[src/rtl/act_gate_pkg.sv]
package act_gate_pkg;

  // Clock count for a time limit: rounded up, never under floor_cyc.
  function automatic int unsigned cyc_of(input int unsigned t_ps,
                                         input int unsigned tck_ps,
                                         input int unsigned floor_cyc);
    int unsigned r;
    r = (t_ps + tck_ps - 1) / tck_ps;
    return (r < floor_cyc) ? floor_cyc : r;
  endfunction

  function automatic int unsigned max2(input int unsigned a, input int unsigned b);
    return (a > b) ? a : b;
  endfunction

endpackage

[src/rtl/act_gap_timer.sv]
// Saturating down-counter: after fire_i, ok_o drops for LOAD_x cycles.
module act_gap_timer #(
  parameter int unsigned CNT_W  = 4,
  parameter int unsigned LOAD_A = 3,
  parameter int unsigned LOAD_B = 4
) (
  input  logic clk_i,
  input  logic rst_ni,
  input  logic fire_i,
  input  logic sel_i,
  output logic ok_o
);
  localparam logic [CNT_W-1:0] LD_A = CNT_W'(LOAD_A - 1);
  localparam logic [CNT_W-1:0] LD_B = CNT_W'(LOAD_B - 1);

  logic [CNT_W-1:0] cnt_q;

  always_ff @(posedge clk_i or negedge rst_ni) begin
    if (!rst_ni)          cnt_q <= '0;
    else if (fire_i)      cnt_q <= sel_i ? LD_B : LD_A;
    else if (cnt_q != '0) cnt_q <= cnt_q - 1'b1;
  end

  assign ok_o = (cnt_q == '0);
endmodule

[src/rtl/act_window_track.sv]
// Holds the remaining window time of the last DEPTH grants; oldest must be 0.
module act_window_track #(
  parameter int unsigned DEPTH  = 4,
  parameter int unsigned CNT_W  = 5,
  parameter int unsigned LOAD_A = 15,
  parameter int unsigned LOAD_B = 20,
  parameter bit          ENABLE = 1'b1
) (
  input  logic clk_i,
  input  logic rst_ni,
  input  logic fire_i,
  input  logic sel_i,
  output logic ok_o
);
  localparam logic [CNT_W-1:0] LD_A = CNT_W'(LOAD_A - 1);
  localparam logic [CNT_W-1:0] LD_B = CNT_W'(LOAD_B - 1);

  if (ENABLE) begin : g_win
    logic [CNT_W-1:0] slot_q [DEPTH];

    function automatic logic [CNT_W-1:0] dec(input logic [CNT_W-1:0] v);
      return (v == '0) ? v : v - 1'b1;
    endfunction

    always_ff @(posedge clk_i or negedge rst_ni) begin
      if (!rst_ni) begin
        for (int i = 0; i < DEPTH; i++) slot_q[i] <= '0;
      end else if (fire_i) begin
        slot_q[0] <= sel_i ? LD_B : LD_A;
        for (int i = 1; i < DEPTH; i++) slot_q[i] <= dec(slot_q[i-1]);
      end else begin
        for (int i = 0; i < DEPTH; i++) slot_q[i] <= dec(slot_q[i]);
      end
    end

    assign ok_o = (slot_q[DEPTH-1] == '0);
  end else begin : g_nowin
    logic unused_win;
    assign unused_win = ^{clk_i, rst_ni, fire_i, sel_i};
    assign ok_o = 1'b1;
  end
endmodule

[src/rtl/act_bank_timers.sv]
module act_bank_timers #(
  parameter int unsigned NUM_BANKS = 8,
  parameter int unsigned BANK_W    = 3,
  parameter int unsigned CNT_W     = 5,
  parameter int unsigned RC_CYC    = 22
) (
  input  logic                 clk_i,
  input  logic                 rst_ni,
  input  logic                 fire_i,
  input  logic [BANK_W-1:0]    bank_i,
  output logic [NUM_BANKS-1:0] ready_o
);
  for (genvar b = 0; b < NUM_BANKS; b++) begin : g_bank
    logic hit;
    assign hit = fire_i && (bank_i == BANK_W'(b));
    act_gap_timer #(.CNT_W(CNT_W), .LOAD_A(RC_CYC), .LOAD_B(RC_CYC)) u_rc (
      .clk_i (clk_i),
      .rst_ni(rst_ni),
      .fire_i(hit),
      .sel_i (1'b0),
      .ok_o  (ready_o[b])
    );
  end
endmodule

[src/rtl/act_gate.sv]
module act_gate
  import act_gate_pkg::*;
#(
  parameter int unsigned NUM_BANKS   = 8,
  parameter int unsigned TCK_PS      = 2500,
  parameter int unsigned GAP_SM_PS   = 7500,
  parameter int unsigned GAP_LG_PS   = 10000,
  parameter int unsigned WIN_SM_PS   = 37500,
  parameter int unsigned WIN_LG_PS   = 50000,
  parameter int unsigned RC_PS       = 55000,
  parameter bit          FAW_EN      = 1'b1,
  localparam int unsigned BANK_W     = $clog2(NUM_BANKS)
) (
  input  logic                 clk_i,
  input  logic                 rst_ni,
  input  logic                 req_i,
  input  logic [BANK_W-1:0]    bank_i,
  input  logic                 page_big_i,
  output logic                 grant_o,
  output logic                 stall_o,
  output logic [NUM_BANKS-1:0] bank_ready_o
);
  localparam int unsigned GAP_SM = cyc_of(GAP_SM_PS, TCK_PS, 2);
  localparam int unsigned GAP_LG = cyc_of(GAP_LG_PS, TCK_PS, 2);
  localparam int unsigned WIN_SM = cyc_of(WIN_SM_PS, TCK_PS, 1);
  localparam int unsigned WIN_LG = cyc_of(WIN_LG_PS, TCK_PS, 1);
  localparam int unsigned RC_CYC = cyc_of(RC_PS, TCK_PS, 2);
  localparam int unsigned GAP_W  = $clog2(max2(GAP_SM, GAP_LG) + 1);
  localparam int unsigned WIN_W  = $clog2(max2(WIN_SM, WIN_LG) + 1);
  localparam int unsigned RC_W   = $clog2(RC_CYC + 1);
  localparam int unsigned WIN_DEPTH = 4;

  logic gap_ok, win_ok, bank_ok;

  act_gap_timer #(.CNT_W(GAP_W), .LOAD_A(GAP_SM), .LOAD_B(GAP_LG)) u_gap (
    .clk_i (clk_i),
    .rst_ni(rst_ni),
    .fire_i(grant_o),
    .sel_i (page_big_i),
    .ok_o  (gap_ok)
  );

  act_window_track #(
    .DEPTH (WIN_DEPTH),
    .CNT_W (WIN_W),
    .LOAD_A(WIN_SM),
    .LOAD_B(WIN_LG),
    .ENABLE(FAW_EN)
  ) u_win (
    .clk_i (clk_i),
    .rst_ni(rst_ni),
    .fire_i(grant_o),
    .sel_i (page_big_i),
    .ok_o  (win_ok)
  );

  act_bank_timers #(
    .NUM_BANKS(NUM_BANKS),
    .BANK_W   (BANK_W),
    .CNT_W    (RC_W),
    .RC_CYC   (RC_CYC)
  ) u_banks (
    .clk_i  (clk_i),
    .rst_ni (rst_ni),
    .fire_i (grant_o),
    .bank_i (bank_i),
    .ready_o(bank_ready_o)
  );

  assign bank_ok = bank_ready_o[bank_i];
  assign grant_o = req_i && gap_ok && win_ok && bank_ok;
  assign stall_o = req_i && !grant_o;
endmodule

[config.mk]
export PLATFORM = sky130hd
export DESIGN_NAME = act_gate
export DESIGN_NICKNAME = d
export VERILOG_FILES = /design/src/rtl/act_gate_pkg.sv /design/src/rtl/act_gap_timer.sv /design/src/rtl/act_window_track.sv /design/src/rtl/act_bank_timers.sv /design/src/rtl/act_gate.sv
export SDC_FILE = /design/constraint.sdc
export NUM_CORES = 1
export LEC_CHECK = 0
export ABC_AREA = 1
export BUFFER_PORTS_ARGS = -buffer_cell sky130_fd_sc_hd__buf_2
export CAP_MARGIN = 25
export CORE_ASPECT_RATIO = 1.2
export CORE_UTILIZATION = 25
export CTS_CLUSTER_DIAMETER = 80
export CTS_CLUSTER_SIZE = 30
export DETAILED_ROUTE_END_ITERATION = 7
export HOLD_SLACK_MARGIN = 0.1
export PLACE_DENSITY = 0.48
export SYNTH_ARGS = -nofsm -noshare
export SYNTH_HDL_FRONTEND = slang
export SYNTH_SLANG_ARGS = --single-unit
[constraint.sdc]
create_clock -name clk_i -period 1.6 [get_ports clk_i]
set_input_delay 0.16 -clock clk_i [delete_from_list [all_inputs] [get_ports clk_i]]
set_output_delay 0.16 -clock clk_i [all_outputs]
set_load 0.02 [all_outputs]
==> results.cfg, run 1 <==
[status]
status = complete, but fails checks
violations = negative setup slack

[sta]
rsz0062_at_grt = yes
setup_slack_ns = -0.438
drv_slew = 0
whs_ns = 0.174
finClkSkew_ns = 0.00885
tightest_slew_ns = 0.615
slew_headroom_pct = 58.7
max_freq_mhz = 491
final.min_clock_period_ns = 2.04
period_share_pct = 127
setup_violations = 58
hold_viol = 0

[routing]
vias = 3050
vias_per_cell = 4.24
drt-total-wl_microns = 7990
antenna_left = 0
route.detailed.drc = 0
wl_per_cell_microns = 11.1
dr.pass1.iters = 4
first_iter_violations = 88

[placement]
dpl.cell_count = 668
hpwlAfterDp_microns = 5330
gp_congestion = 0.766
portBuffers = 16

[logic_synthesis]
synth_compound_gate_area_share_pct = 7.38
synth_top_family_by_area = simple AND/OR/NAND/NOR gates
ys_ff_latch = 63
post_synth_num_cell_types = 34
synth_edf_count = 0
ys_seq_area_share_pct = 45.4
synth_xor_area_share_pct = 3.28
synth_fa_ha_area_share_pct = 5.04
ys.flop_type = dfrtp_1
yosysWarnings = 0
yosysTopAreaCell = dfrtp_1
synth_top_area_share_pct = 45.4
avgSynthCellArea_sq_um = 7.88
yosys-top-cells-count = 112 x nand2_1, 82 x inv_1, 63 x dfrtp_1, 32 x nor2_1, 25 x nand3_1
syn_nets = 462
synthSimpleGateAreaFrac_pct = 26.6
synthArstFlopShare_pct = 100
synth.area.mux_share_pct = 0
synth_area_leaders = dfrtp_1 45%, nand2_1 12%, inv_1 8.9%
syn_area_sq_um = 3470
synthCells = 441
yosys.cell_count.top_type = nand2_1

[grt]
grt_pass1_wl_microns = 13400
grt_pass1_vias = 3025
antenna_found_initial = 0
gr-usage-all-layers_pct = 12.1
grt_max_degree = 64
grt_overflow_total = 0

[finish]
final_cells = 719
antenna_cells = 0
area_delta_synth_final_pct = 51.9
drive_gt1_share_pct = 42.6
fin_nets = 567

[critical_path]
crit_arrival_ns = 1.88
criticalPathCategory = flop to output pin
r2r-end = u_win.g_win.slot_q[15]
end_kind = output pin
worstPathMaxFanout = 4
reg2regPathDepth = 14
rrSetupSlack_ns = -0.34
worstSetupStartpointType = flop
worstPathRequired_ns = 1.44
r2r_start = u_banks.g_bank[0].u_rc.cnt_q[0]

[clocking]
cts_tree = built
path_clk_slew_ns = 0.05
cts_sinks = 63
ctsRootBufferMaster = clkbuf_16
htree_num_levels = 3
cts_buffer_depth = 2
clock_latency_ns = 0.34
numCtsBuffers = 9

[power]
p_switching_uw = 3960
combinationalPowerShare_pct = 55.4
p_leak_uw = 0.00269
p_seq_share_pct = 26.9
p_sw_share_pct = 38.5
intPower_uw = 6320
peakVddDrop_mv = 0.966
clockPowerShare_pct = 17.8
powerDensity_nw_per_um2 = 1950

[worst_hold_path]
worst_hold_path.endpoint = u_win.g_win.slot_q[17]
hp-start = page_big_i
hold_class = input pin to flop
hold_path_depth = 4

[die]
rows = 46
ios = 17
core_sq_um = 13400
die-area_sq_um = 14400
initial_core_util_pct = 25.9
dieWidth_microns = 110
die_h_microns = 131

[job]
max-cap-violations = 0
-- power by group through the flow --
stage / Sequential (uW) / Combinational [uW] / Clock, uW
6_report: 2760 / 5690 / 1830
5_1_grt: 2840 / 6470 / 1950
4_1_cts: 2760 / 5000 / 1890
3_5_place_dp: 2760 / 4310 / 0
3_3_place_gp: 2750 / 4250 / 0
2_1_floorplan: 2720 / 2930 / 0
-- metal layers --
metal	share of wire (%)	wire length, microns	global-route usage, %
met1	43	3410	13.4
met2	52	4130	20.6
met3	3.2	257	3.08
met4	2.3	187	6.52
met5	0	0	0
-- worst max-delay path: stages (launching register included) --
cell and delay [ns]:
dfrtp_1 0.38, inv_2 0.08, ha_4 0.14, nand3b_1 0.11, nand2_1 0.10, nand2_2 0.06
o21ai_4 0.20, nand3_4 0.13, buf_6 0.14, nand2_2 0.05, inv_2 0.03, buf_6 0.12
-- registers in the layout (all words and copies together), names as in the netlist --
| register | count |
|---|---|
| u_win.g_win.slot_q | 20 |
| u_gap.cnt_q | 3 |
| u_banks.g_bank.u_rc.cnt_q | 40 |
-- layout by cell type, fill, tap and decap left out, types with 16 or more instances in the layout --
master / netlist / final
nand2_2: 1 / 28
nor2_1: 32 / 32
buf_4: 8 / 63
buf_6: 2 / 30
inv_1: 82 / 55
dfrtp_1: 63 / 63
inv_2: 1 / 21
o21ai_0: 23 / 16
nand2_1: 112 / 76
-- cell families after synthesis --
group / count (synthesis)
XOR/XNOR: 13
AND/OR/NAND/NOR: 207
buffers and inverters: 97
AO/OA/AOI/OAI: 47
flip-flops: 63
adder cells (fa/ha/maj): 14
-- worst max-delay path by stage --
stage                                          from                         endpoint  slack (ns)  depth (start not counted)
floorplan           u_banks.g_bank[5].u_rc.cnt_q[1]                          stall_o       -0.07                         10
global placement    u_banks.g_bank[0].u_rc.cnt_q[1]  u_banks.g_bank[2].u_rc.cnt_q[1]       -0.23                         10
detailed placement  u_banks.g_bank[3].u_rc.cnt_q[0]           u_win.g_win.slot_q[15]       -0.25                         11
CTS                 u_banks.g_bank[4].u_rc.cnt_q[0]                          stall_o       -0.46                         11
global route        u_banks.g_bank[5].u_rc.cnt_q[1]                          stall_o       -0.53                         11
finish              u_banks.g_bank[0].u_rc.cnt_q[0]                          stall_o       -0.44                         11
-- what timing repair did --
action | CTS | global route
buffers inserted | 23 | 26
resized for setup | 71 | 102
pin swaps | 16 | 10
endpoints found under the hold margin | 63 | 0
hold buffers | 1 | 0
setup endpoints to repair | 65 | 66
-- through the flow --
step           setup slack [ns]  setup TNS, ns  total power (uW)  utilization (%)  cell area (sq um)
2_1_floorplan           -0.0700         -0.823              5650                -               3520
3_3_place_gp             -0.231          -7.61              6990             30.9               4150
3_5_place_dp             -0.251          -8.98              7080             30.9               4150
4_1_cts                  -0.456          -5.87              9640             35.7               4790
5_1_grt                  -0.525         -16.68             11300             39.4               5280
6_report                 -0.438         -11.74             10300             39.4               5280
-- layout make-up --
type / count / area, sq um
Clock buffer: 13 / 260
Clock inverter: 3 / 17.5
Fill cell: 1352 / 8130
Inverter: 86 / 355
Multi-Input combinational cell: 281 / 1910
Sequential cell: 63 / 1580
Tap cell: 168 / 210
Timing Repair Buffer: 105 / 946
Power figures use the tool's default switching activity.
==> run 2, diff against run 1 <==
--- a/config.mk
+++ b/config.mk
@@ -8,7 +8,7 @@
 export ABC_AREA = 1
 export BUFFER_PORTS_ARGS = -buffer_cell sky130_fd_sc_hd__buf_2
 export CAP_MARGIN = 25
-export CORE_ASPECT_RATIO = 1.2
+export CORE_ASPECT_RATIO = 1.4
 export CORE_UTILIZATION = 25
 export CTS_CLUSTER_DIAMETER = 80
 export CTS_CLUSTER_SIZE = 30
==> run 2 against run 1 <==
Non-clock buffer count is 11 lower; largest cell class unchanged; sequential cell count stayed put; the run still ends with negative setup slack left; critical path depth stayed put; register-to-register slack hardly changed; die area hardly changed; combinational power is 6.2% lower.
==> results.cfg, run 2 (synthesized netlist as in run 1, its figures left out) <==
[finish]
design_area_sq_um = 5130
drive_gt1_share_pct = 40.7
nFillCells = 1372
antenna_cells = 0
mostFrequentLayoutCell = nand2_1
top_register = u_banks.g_bank.u_rc.cnt_q
mostFrequentLayoutCells = 86 x nand2_1, 63 x buf_4, 63 x dfrtp_1
largest_reg_flops = 40
area_delta_synth_final_pct = 47.5
top_regs = u_banks.g_bank.u_rc.cnt_q (40), u_win.g_win.slot_q (20), u_gap.cnt_q (3)
fin_nets = 556

[critical_path]
worstSetupStartpointType = flop
worstPathRequired_ns = 1.44
crit_arrival_ns = 1.81
slowest_stage = dfrtp_1
criticalPathCategory = flop to output pin
rrSetupSlack_ns = -0.35
cp_cell_sequence = inv_2 > ha_4 > nand2_2 > or2_4 > inv_2 > nand3_2 > inv_4 > nand3_4 > nand2_2 > inv_2 > buf_6
end_kind = output pin
path_common_cell = inv_2
critPathMaxStageDelay_ns = 0.38
worstPathMaxFanout = 3

[clocking]
cts_buffer_depth = 2
cts_sinks = 63
htree_num_levels = 3
cts_tree = built
numCtsBuffers = 9
clock_latency_ns = 0.33
ctsRootBufferMaster = clkbuf_16
path_clk_slew_ns = 0.05

[die]
ios = 17
dieWidth_microns = 102
initial_core_util_pct = 25.8
rows = 50
die-area_sq_um = 14400
die_h_microns = 141
core_sq_um = 13500

[sta]
drv_slew = 0
hold_viol = 0
setup_violations = 57
whs_ns = 0.260
finClkSkew_ns = 0.00597
rsz0062_at_grt = yes
final.min_clock_period_ns = 1.97
period_share_pct = 123
tightest_slew_ns = 0.551
setup_slack_ns = -0.366
slew_headroom_pct = 63.3
max_freq_mhz = 509

[routing]
wl_per_cell_microns = 10.9
antenna_left = 0
dr.pass1.iters = 4
route.detailed.drc = 0
drt-total-wl_microns = 7890
vias_per_cell = 4.19
vias = 3028
first_iter_violations = 64

[placement]
hpwlAfterDp_microns = 5720
place_area_sq_um = 4150
portBuffers = 16
gp_congestion = 0.746

[grt]
top_usage_layer = met2
grt_use_met2_pct = 20.7
grt_max_degree = 24
gr-usage-all-layers_pct = 11.6
use_met3_pct = 2.91
antenna_found_initial = 0
grt_pass1_vias = 2972
grt_overflow_total = 0
grt_use_met1_pct = 13.0
grt_pass1_wl_microns = 13000

[status]
violations = negative setup slack
status = complete, but fails checks

[power]
powerDensity_nw_per_um2 = 1980
peakVddDrop_mv = 0.540
power.total_uw = 10200
p_leak_uw = 0.00267

[worst_hold_path]
hold_class = input pin to flop

[job]
max-cap-violations = 0
## run 2: cell count changes in the layout (fill, tap and decap cells not counted), moves of 3 or more
cell     before  now
nand2_8       4    0
buf_6        30   17
nand2_2      28   22
nand3_4       8    5
nand3_2      12   16
nand2_1      76   86
## run 2: worst paths after layout
| kind | start | to | depth (start not counted) |
|---|---|---|---|
| worst max-delay path | u_win.g_win.slot_q[0] | stall_o | 11 |
| worst min-delay path | bank_i[1] | u_banks.g_bank[5].u_rc.cnt_q[4] | 4 |
| worst max register to register | u_win.g_win.slot_q[0] | u_win.g_win.slot_q[2] | 14 |
| worst min register to register | u_banks.g_bank[5].u_rc.cnt_q[4] | u_banks.g_bank[5].u_rc.cnt_q[4] | 2 |
| max in group asynchronous | rst_ni | u_win.g_win.slot_q[17] | 3 |
| min in group asynchronous | rst_ni | u_win.g_win.slot_q[19] | 2 |
## run 2: repair_timing
item	in CTS	in global routing
endpoints found under the hold margin	19	0
gates cloned	0	1
hold buffers	1	0
endpoints found under the setup margin	65	65
gates resized for setup	83	56
buffers inserted	11	18
pin swaps	12	17
## run 2: layer usage
metal  vias up  share of wire (%)
met1      1426                 42
li1       1562                  -
met4         0                1.7
met2        29                 54
met5         -                  0
met3        11                2.2
## run 2: report_power, final
group	internal (uW)	total (uW)	switching [uW]
Combinational	2630	5340	2710
Clock	1350	2040	693
Sequential	2330	2780	442
## run 2: final cells by class
class	instances	area [sq um]	area share (%)
clock inverter	7	87.6	1.71
multi-input combinational	281	1820	35.4
tap	182	228	4.44
clock buffer	9	225	4.39
sequential	63	1580	30.8
timing repair buffer	94	840	16.4
inverter	86	353	6.88
## run 2: critical path, delay by kind of cell (launching register included)
family,cells,cell delay [ns]
flip-flops,1,0.38
adder cells (fa/ha/maj),1,0.14
buffers and inverters,5,0.37
AND/OR/NAND/NOR,5,0.58
## run 2: per-stage QoR
| step | util [%] | std cells | setup slack [ns] | TNS (ns) |
|---|---|---|---|---|
| 2_1_floorplan | - | 441 | -0.0700 | -0.823 |
| 3_3_place_gp | 30.9 | 679 | -0.167 | -5.44 |
| 3_5_place_dp | 30.9 | 679 | -0.205 | -6.74 |
| 4_1_cts | 36.0 | 707 | -0.374 | -9.06 |
| 5_1_grt | 38.1 | 722 | -0.470 | -15.95 |
| 6_report | 38.1 | 722 | -0.366 | -10.49 |
==> run 3, diff against run 2 <==
--- a/config.mk
+++ b/config.mk
@@ -9,12 +9,12 @@
 export BUFFER_PORTS_ARGS = -buffer_cell sky130_fd_sc_hd__buf_2
 export CAP_MARGIN = 25
 export CORE_ASPECT_RATIO = 1.4
-export CORE_UTILIZATION = 25
+export CORE_UTILIZATION = 50
 export CTS_CLUSTER_DIAMETER = 80
 export CTS_CLUSTER_SIZE = 30
 export DETAILED_ROUTE_END_ITERATION = 7
 export HOLD_SLACK_MARGIN = 0.1
-export PLACE_DENSITY = 0.48
+export PLACE_DENSITY = 0.77
 export SYNTH_ARGS = -nofsm -noshare
 export SYNTH_HDL_FRONTEND = slang
 export SYNTH_SLANG_ARGS = --single-unit
==> run 3 against run 2 <==
The run still ends with negative setup slack left; global-route usage is 13 points higher; final cell count shrank 10%; sequential share of layout area grew 1.0 points; fmax down 0.78%; critical path type unchanged.
==> results.cfg, run 3 (synthesized netlist as in run 1, its figures left out) <==
[critical_path]
r2r-end = u_win.g_win.slot_q[19]
worstPathRequired_ns = 1.44
worstSetupStartpointType = flop
r2r_start = u_banks.g_bank[0].u_rc.cnt_q[0]
worstPathMaxFanout = 4
rrSetupSlack_ns = -0.33
crit_arrival_ns = 1.82
slowest_stage = dfrtp_1
end_kind = output pin
critPathMaxStageDelay_ns = 0.40
reg2regPathDepth = 12
cp_cell_sequence = inv_2 > ha_4 > nand3b_1 > nand2_1 > nand2_1 > o21ai_2 > nand3_4 > nand2_2 > inv_2 > buf_6
criticalPathCategory = flop to output pin

[sta]
hold_viol = 0
setup_slack_ns = -0.381
period_share_pct = 124
tightest_slew_ns = 0.449
drv_slew = 0
slew_headroom_pct = 69.7
setup_violations = 59
finClkSkew_ns = 0.00943
max_freq_mhz = 505
final.min_clock_period_ns = 1.98
rsz0062_at_grt = yes

[job]
max-cap-violations = 0

[die]
dieWidth_microns = 72.5
ios = 17
core_sq_um = 6660
die_h_microns = 101
initial_core_util_pct = 52.2
die-area_sq_um = 7290
rows = 35

[grt]
grt_max_degree = 49
grt_pass1_vias = 3252
gr-usage-all-layers_pct = 24.7
antenna_found_initial = 0
grt_overflow_total = 0
grt_pass1_wl_microns = 13700

[power]
p_leak_uw = 0.00264
peakVddDrop_mv = 1.31
clockPowerShare_pct = 13.5
power.total_uw = 10000
p_switching_uw = 4090
p_sw_share_pct = 40.8
p_seq_share_pct = 28.0
powerDensity_nw_per_um2 = 2020
intPower_uw = 5940
combinationalPowerShare_pct = 58.5

[finish]
fin_nets = 572
area_delta_synth_final_pct = 42.7
top_register = u_banks.g_bank.u_rc.cnt_q
utilization_pct = 74.5
largest_reg_flops = 40
mostFrequentLayoutCells = 92 x nand2_1, 77 x buf_4, 63 x dfrtp_1
mostFrequentLayoutCell = nand2_1
drive_gt1_share_pct = 39.7
antenna_cells = 0
top_regs = u_banks.g_bank.u_rc.cnt_q (40), u_win.g_win.slot_q (20), u_gap.cnt_q (3)
design_area_sq_um = 4960

[routing]
drt-total-wl_microns = 9020
vias = 3265
dr.pass1.iters = 4
antenna_left = 0
vias_per_cell = 5.04
wl_per_cell_microns = 13.9
route.detailed.drc = 0
first_iter_violations = 136

[clocking]
cts_sinks = 63
path_clk_slew_ns = 0.07
cts_buffer_depth = 2
numCtsBuffers = 9
htree_num_levels = 3
clock_latency_ns = 0.35
ctsRootBufferMaster = clkbuf_8
cts_tree = built

[placement]
hpwlAfterDp_microns = 5090
gp_congestion = 0.764
portBuffers = 16
post-place-ws_ns = -0.208
place_area_sq_um = 4070

[worst_hold_path]
worst_hold_path.endpoint = u_win.g_win.slot_q[17]
hold_class = input pin to flop
hp-start = page_big_i
hold_path_depth = 4

[status]
violations = negative setup slack
status = complete, but fails checks
run 3: changes by cell type in the layout (fill, tap and decap cells not counted), sizes merged:
cell,delta
buf,+17
clkbuf,+3
inv,-2
clkinv,+1
clkinvlp,-1
bufinv,-2
run 3: power by group through the flow:
stage	registers [uW]	logic, uW	clock network, uW
after global placement	2730	4220	0
after global routing	2850	6480	1440
after detailed placement	2760	4400	0
final	2800	5870	1360
after CTS	2760	5200	1360
after floorplan	2720	2930	0
run 3: cell type report:
| cell class | count | area (sq um) |
|---|---|---|
| well taps | 92 | 115 |
| clock inverters | 3 | 15.0 |
| multi-input cells | 281 | 1790 |
| clock buffers | 13 | 179 |
| fillers | 442 | 1700 |
| flip-flops and latches | 63 | 1580 |
| inverters | 86 | 349 |
| repair buffers | 110 | 931 |
run 3: how the worst max path moves through the flow:
| stage | start | endpoint | slack, ns | cells past startpoint |
|---|---|---|---|---|
| after floorplan | u_banks.g_bank[5].u_rc.cnt_q[1] | stall_o | -0.07 | 10 |
| after global placement | u_banks.g_bank[1].u_rc.cnt_q[0] | u_win.g_win.slot_q[3] | -0.13 | 11 |
| after detailed placement | u_banks.g_bank[1].u_rc.cnt_q[0] | u_win.g_win.slot_q[3] | -0.21 | 11 |
| after CTS | u_win.g_win.slot_q[0] | stall_o | -0.37 | 11 |
| after global routing | u_banks.g_bank[7].u_rc.cnt_q[0] | stall_o | -0.46 | 10 |
| final | u_banks.g_bank[0].u_rc.cnt_q[0] | stall_o | -0.38 | 10 |
run 3: stage by stage:
stage               hold slack (ns)  std cells  setup TNS (ns)
global placement              0.106        595           -2.56
floorplan                    -0.136        441          -0.823
global route                  0.210        648          -14.99
finish                        0.199        648          -10.17
CTS                           0.160        637           -5.69
detailed placement            0.108        595           -6.33
run 3: repair_timing:
| action | 4_1_cts | 5_1_grt |
|---|---|---|
| setup buffers | 28 | 17 |
| hold endpoints to repair | 15 | 0 |
| gates cloned | 1 | 0 |
| pin swaps | 18 | 7 |
| hold buffers | 1 | 0 |
| setup endpoints to repair | 65 | 67 |
| gates resized for setup | 83 | 45 |
run 3: per-layer routing:
layer | global-route usage (%) | wire, microns | share of wire (%) | vias to the layer above
met2 | 45.5 | 4920 | 55 | 60
li1 | - | - | - | 1586
met1 | 26.4 | 3520 | 39 | 1589
met3 | 4.30 | 244 | 2.7 | 30
met5 | 0 | 0 | 0 | -
met4 | 12.5 | 340 | 3.8 | 0
run 3: worst max-delay path, delay by kind of cell (launching register included):
kind | cells | cell delay (ns)
AOI/OAI and AO/OA | 1 | 0.19
DFF | 1 | 0.40
buffers and inverters | 3 | 0.25
and+or+nand+nor | 5 | 0.49
adders and majority gates | 1 | 0.15
